**config.mk**
```make
export PLATFORM = sky130hd
export DESIGN_NAME = rsg_read_strobe
export DESIGN_NICKNAME = d
export VERILOG_FILES = /design/src/rtl/rsg_pkg.sv /design/src/rtl/rsg_ctrl_reg.sv /design/src/rtl/rsg_seq.sv /design/src/rtl/rsg_strobe_dec.sv /design/src/rtl/rsg_read_strobe.sv
export SDC_FILE = /design/constraint.sdc
export NUM_CORES = 1
export LEC_CHECK = 0
export BUFFER_PORTS_ARGS = -buffer_cell sky130_fd_sc_hd__buf_2
export CAP_MARGIN = 10
export CORE_UTILIZATION = 43
export DETAILED_ROUTE_END_ITERATION = 6
export PLACE_DENSITY = 0.73
export SETUP_SLACK_MARGIN = 0.1
export SYNTH_ARGS = -nofsm -noshare
export SYNTH_HDL_FRONTEND = slang
export SYNTH_HIERARCHICAL = 1
export SYNTH_SLANG_ARGS = --single-unit
```
**constraint.sdc**
```tcl
create_clock -name clk -period 1.43 [get_ports clk]
set_input_delay 0.2145 -clock clk [delete_from_list [all_inputs] [get_ports clk]]
set_output_delay 0.2145 -clock clk [all_outputs]
set_load 0.1 [all_outputs]
```
**src/rtl/rsg_pkg.sv**
```systemverilog
package rsg_pkg;
   // Configuration latched at the start of one read cycle
   typedef struct packed {
      logic early;   // release the strobe one half-state sooner
      logic long_c;  // use the long cycle length
   } rsg_cfg_t;
endpackage

```
**src/rtl/rsg_ctrl_reg.sv**
```systemverilog
module rsg_ctrl_reg #(
   parameter int NUM_AREAS = 8,
   localparam int AW = $clog2(NUM_AREAS)
) (
   input  logic                 clk,
   input  logic                 rst_n,
   input  logic                 we_i,
   input  logic [NUM_AREAS-1:0] wdata_i,
   input  logic [AW-1:0]        sel_i,
   output logic [NUM_AREAS-1:0] bits_o,
   output logic                 sel_bit_o
);
   generate
      if (NUM_AREAS < 2) begin : g_bad
         $error("rsg_ctrl_reg: NUM_AREAS must be at least 2");
      end
      // One flop per area bit
      for (genvar n = 0; n < NUM_AREAS; n++) begin : g_bit
         always_ff @(posedge clk or negedge rst_n) begin
            if (!rst_n)    bits_o[n] <= 1'b0;
            else if (we_i) bits_o[n] <= wdata_i[n];
         end
      end
   endgenerate

   assign sel_bit_o = bits_o[sel_i];


   hold_chk: assert property (@(posedge clk) disable iff (!rst_n)
      !we_i |=> $stable(bits_o));
endmodule

```
**src/rtl/rsg_seq.sv**
```systemverilog
module rsg_seq
   import rsg_pkg::*;
#(
   parameter int SHORT_STATES = 2,
   parameter int LONG_STATES  = 3,
   localparam int CNT_W = $clog2(2*LONG_STATES)
) (
   input  logic             clk,
   input  logic             rst_n,
   input  logic             req_i,
   input  logic             long_i,
   input  logic             early_i,
   output logic             busy_o,
   output logic [CNT_W-1:0] cnt_o,
   output rsg_cfg_t         cfg_o,
   output logic             last_o
);
   localparam logic [CNT_W-1:0] LAST_S = CNT_W'(2*SHORT_STATES-1);
   localparam logic [CNT_W-1:0] LAST_L = CNT_W'(2*LONG_STATES-1);

   generate
      if (SHORT_STATES < 2 || LONG_STATES < SHORT_STATES) begin : g_bad
         $error("rsg_seq: need 2 <= SHORT_STATES <= LONG_STATES");
      end
   endgenerate

   logic start;
   assign last_o = busy_o && (cnt_o == (cfg_o.long_c ? LAST_L : LAST_S));
   assign start  = req_i && (!busy_o || last_o);

   always_ff @(posedge clk or negedge rst_n) begin
      if (!rst_n) begin
         busy_o <= 1'b0;
         cnt_o  <= '0;
         cfg_o  <= '0;
      end else if (start) begin
         busy_o       <= 1'b1;
         cnt_o        <= '0;
         cfg_o.early  <= early_i;
         cfg_o.long_c <= long_i;
      end else if (last_o) begin
         busy_o <= 1'b0;
         cnt_o  <= '0;
      end else if (busy_o) begin
         cnt_o <= cnt_o + 1'b1;
      end
   end


   run_on_chk: assert property (@(posedge clk) disable iff (!rst_n)
      (busy_o && !last_o) |=> (busy_o && cnt_o == $past(cnt_o) + 1'b1));
endmodule

```
**src/rtl/rsg_strobe_dec.sv**
```systemverilog
module rsg_strobe_dec
   import rsg_pkg::*;
#(
   parameter int SHORT_STATES = 2,
   parameter int LONG_STATES  = 3,
   localparam int CNT_W = $clog2(2*LONG_STATES)
) (
   input  logic             clk,
   input  logic             rst_n,
   input  logic             busy_i,
   input  logic [CNT_W-1:0] cnt_i,
   input  rsg_cfg_t         cfg_i,
   output logic             rd_n_o,
   output logic             cap_o,
   output logic             done_o
);
   localparam logic [CNT_W-1:0] LAST_S = CNT_W'(2*SHORT_STATES-1);
   localparam logic [CNT_W-1:0] LAST_L = CNT_W'(2*LONG_STATES-1);

   logic [CNT_W-1:0] last_tick, rel_tick;
   assign last_tick = cfg_i.long_c ? LAST_L : LAST_S;
   assign rel_tick  = last_tick - CNT_W'(cfg_i.early);

   assign rd_n_o = !(busy_i && cnt_i >= CNT_W'(1) && cnt_i <= rel_tick);
   assign cap_o  = busy_i && (cnt_i == rel_tick);
   assign done_o = busy_i && (cnt_i == last_tick);


   cap_release_chk: assert property (@(posedge clk) disable iff (!rst_n)
      cap_o |=> rd_n_o);

   done_release_chk: assert property (@(posedge clk) disable iff (!rst_n)
      done_o |=> rd_n_o);

   early_order_chk: assert property (@(posedge clk) disable iff (!rst_n)
      (cap_o && !done_o) |=> done_o);
endmodule

```
**src/rtl/rsg_read_strobe.sv**
```systemverilog
module rsg_read_strobe
   import rsg_pkg::*;
#(
   parameter int NUM_AREAS    = 8,
   parameter int SHORT_STATES = 2,
   parameter int LONG_STATES  = 3,
   localparam int AW    = $clog2(NUM_AREAS),
   localparam int CNT_W = $clog2(2*LONG_STATES)
) (
   input  logic                 clk,
   input  logic                 rst_n,
   input  logic                 req_i,
   input  logic [AW-1:0]        area_i,
   input  logic                 three_state_i,
   input  logic                 reg_we_i,
   input  logic [NUM_AREAS-1:0] reg_wdata_i,
   output logic [NUM_AREAS-1:0] reg_rdata_o,
   output logic                 rd_n_o,
   output logic                 cap_o,
   output logic                 done_o
);
   logic             sel_bit, busy, last;
   logic [CNT_W-1:0] cnt;
   rsg_cfg_t         cfg;

   rsg_ctrl_reg #(.NUM_AREAS(NUM_AREAS)) u_reg (
      .clk(clk), .rst_n(rst_n), .we_i(reg_we_i), .wdata_i(reg_wdata_i),
      .sel_i(area_i), .bits_o(reg_rdata_o), .sel_bit_o(sel_bit));

   rsg_seq #(.SHORT_STATES(SHORT_STATES), .LONG_STATES(LONG_STATES)) u_seq (
      .clk(clk), .rst_n(rst_n), .req_i(req_i), .long_i(three_state_i),
      .early_i(sel_bit), .busy_o(busy), .cnt_o(cnt), .cfg_o(cfg),
      .last_o(last));

   rsg_strobe_dec #(.SHORT_STATES(SHORT_STATES), .LONG_STATES(LONG_STATES)) u_dec (
      .clk(clk), .rst_n(rst_n), .busy_i(busy), .cnt_i(cnt), .cfg_i(cfg),
      .rd_n_o(rd_n_o), .cap_o(cap_o), .done_o(done_o));


   last_done_chk: assert property (@(posedge clk) disable iff (!rst_n)
      last |-> done_o);

   idle_high_chk: assert property (@(posedge clk) disable iff (!rst_n)
      !busy |-> rd_n_o);
endmodule

```
==> results.py <==
metrics = {
    "timing": {
        "worst_pin_slew_ps": 376,
        "setup_viol": 4,
        "drv_slew": 0,
        "hold_viol": 0,
        "fin_crit_sh": 1.23,
        "setup_slack_ps": -335,
        "timing.fmax_ghz": 0.567,
        "min_period_ps": 1760,
        "finalSetupTns_ps": -1140,
        "slew_headroom": 0.749,
        "rsz0062_at_grt": "true",
        "skew_ps": 4.55,
    },
    "critical_path": {
        "slowest_delay_ps": 450,
        "worst_setup_path_end_kind": "output pin",
        "path_delay_family": "flip-flops",
        "crit_chain": "ha_4, nor2b_4, nor3_4, o21ai_4, buf_12",
        "r2r-end": "u_seq/cfg_o[1]$_DFFE_PN0P_",
        "r2r_cells": 3,
        "critPathKind": "register to output pin",
        "critPathLaunchType": "register",
        "arrival_ps": 1550,
        "required_ps": 1220,
        "crit_slowest_cell": "dfrtp_2",
        "r2r-start": "u_reg/bits_o[5]$_DFFE_PN0P_",
        "path_buf_inv": 1,
        "worst-path-max-fanout": 3,
        "regToRegSetupSlack_ps": -160,
    },
    "yosys": {
        "syn_nets": 84,
        "synth-edff-count": 0,
        "synth_top_area_cell": "dfrtp_1",
        "synthTopCellsByCount": "dfrtp_1 (14), mux2_2 (9), inv_1 (8), ha_1 (4), nand3_1 (4)",
        "synth_xor_area_frac": 0,
        "ys_warn_count": 6,
        "synth_top_area_frac": 0.448,
        "synth_ff_type": "dfrtp_1",
        "synth_top_family_by_area": "multiplexers",
        "synth_compound_area_frac": 0.0912,
        "synth_fa_ha_area_frac": 0.0640,
        "synth_cell_types": 25,
        "yosysMostFrequentCell": "dfrtp_1",
        "synth-simple-area-share": 0.142,
        "async_flop_share": 1.00,
        "ys_seq_area_frac": 0.448,
        "syn_inst": 64,
        "avgSynthCellArea_um2": 12.2,
        "synthTopCellsByArea": "dfrtp_1 (45%), mux2_2 (13%), mux4_1 (6.7%), ha_1 (6.4%), inv_1 (3.8%)",
        "muxShareOfSynthArea": 0.211,
        "ys_ff_latch": 14,
        "syn_area_um2": 782,
    },
    "finish": {
        "final_area_um2": 1370,
        "num-nets-final": 130,
        "layout-drive-gt1-share": 0.807,
        "diodes": 0,
        "fin_cells": 134,
        "layout-area-overhead-vs-synth_pct": 74.6,
    },
    "detailed_routing": {
        "drt_iter0_drc": 27,
        "drt_first_pass_iters": 5,
        "drc": 0,
        "routedWlPerCell_um": 15.1,
        "via_per_inst": 5.12,
        "routed_wl_mm": 2.03,
        "vias": 686,
        "drtAntennaViolNets": 0,
    },
    "global_routing": {
        "grt_pass1_wl_mm": 3.19,
        "grtUsageTotal": 0.218,
        "overflow": 0,
        "grt_max_degree": 15,
        "grt_pass1_vias": 745,
        "antenna_found_initial": 0,
    },
    "min_path": {
        "holdPathEnd": "u_seq/cnt_o[1]$_DFFE_PN0P_",
        "whs_path_depth": 2,
        "hp-start": "req_i",
        "min_path_type": "input port to register",
    },
    "placed_design": {
        "dp_hpwl_mm": 1.40,
        "portBuffers": 26,
        "placed_cells": 128,
        "routabilityCongestion": 0.866,
        "postPlaceCellArea_um2": 1220,
    },
    "clock_tree": {
        "clk-insertion-delay-late_ps": 280,
        "clkTransAtPathRegs_ps": 90,
        "htreeDepth": 1,
        "cts_tree": "built",
        "clock-sinks": 14,
        "cts_buffers": 3,
        "cts_root_buf": "clkbuf_4",
        "clock_path_buffers": 2,
    },
    "flow_run": {
        "cap_violations": 0,
    },
    "die": {
        "core-area_um2": 1710,
        "initial_utilization": 0.458,
        "die_area_um2": 1990,
        "die_h_um": 44.6,
        "rows": 15,
        "die_w_um": 44.6,
        "pin_count": 27,
    },
    "outcome": {
        "violations": "negative setup slack",
        "outcome": "finished, violations left",
    },
}
[through the flow]
stage                     hold WS (ps)  worst slack, ps  utilization
after CTS                          148             -356        0.765
after floorplan                  -81.1             -305            -
final                              152             -335        0.799
after detailed placement           129             -145        0.713
after global routing               152             -384        0.799
after global placement             125             -116        0.713
[cells by family (layout without fill, tap and decap cells)]
kind of cell | count (synthesis) | in the layout
flops | 14 | 14
fa+ha+maj | 4 | 4
compound gates | 10 | 10
mux | 12 | 12
simple gates | 15 | 15
buf+inv | 9 | 54
[flip-flops by register name, summed over array words and instances (netlist names)]
| signal | count |
|---|---|
| u_seq/busy_o | 1 |
| u_reg/bits_o | 8 |
| u_seq/cnt_o | 3 |
| u_seq/cfg_o | 2 |
[worst max-delay path by stage]
| stage | startpoint | cells past startpoint | endpoint | slack (ps) |
|---|---|---|---|---|
| floorplan | u_reg/bits_o[5]$_DFFE_PN0P_ | 3 | u_seq/cfg_o[1]$_DFFE_PN0P_ | -300 |
| global placement | u_reg/bits_o[7]$_DFFE_PN0P_ | 3 | u_seq/cfg_o[1]$_DFFE_PN0P_ | -120 |
| detailed placement | u_reg/bits_o[7]$_DFFE_PN0P_ | 3 | u_seq/cfg_o[1]$_DFFE_PN0P_ | -150 |
| CTS | u_seq/cfg_o[0]$_DFFE_PN0P_ | 5 | rd_n_o | -360 |
| global route | u_seq/cnt_o[0]$_DFFE_PN0P_ | 6 | rd_n_o | -380 |
| finish | u_seq/cfg_o[0]$_DFFE_PN0P_ | 5 | rd_n_o | -330 |
[repair_timing]
| item | in CTS | in global routing |
|---|---|---|
| gates resized for setup | 12 | 10 |
| hold buffers | 1 | 0 |
| hold endpoints to repair | 14 | 0 |
| pin swaps | 6 | 4 |
| buffers inserted | 2 | 2 |
| setup endpoints to repair | 10 | 10 |
[layout by cell type (no fill, tap or decap), types with 2 or more instances in the layout]
cell      synthesis  layout
mux4_2            0       2
dfrtp_4           0       6
ha_1              4       2
buf_4             0      16
buf_2             0      15
dfrtp_2           0       6
ha_4              0       2
nand3_1           4       2
o21ai_0           3       2
buf_12            0       6
dfrtp_1          14       2
inv_2             0       2
nor2_4            0       2
inv_1             8       6
clkbuf_4          0       4
buf_6             0       2
mux2_4            0       2
mux2_2            9       8
[metal layers]
layer / vias to the layer above / track usage / wire (um)
met2: 24 / 0.376 / 998
li1: 324 / - / -
met3: 2 / 0.0531 / 92
met1: 336 / 0.275 / 926
met4: 0 / 0.0485 / 12
met5: - / 0 / 0
[area by class of cell]
type	instances	area (um2)
repair buffers	42	370
clock buffers	4	36.3
multi-input cells	41	517
well taps	25	31.3
inverters	8	30.0
flip-flops and latches	14	380
fillers	106	343
Power is not shown: default switching activity piles up to over one toggle a cycle in this logic, so the estimate is an artifact.
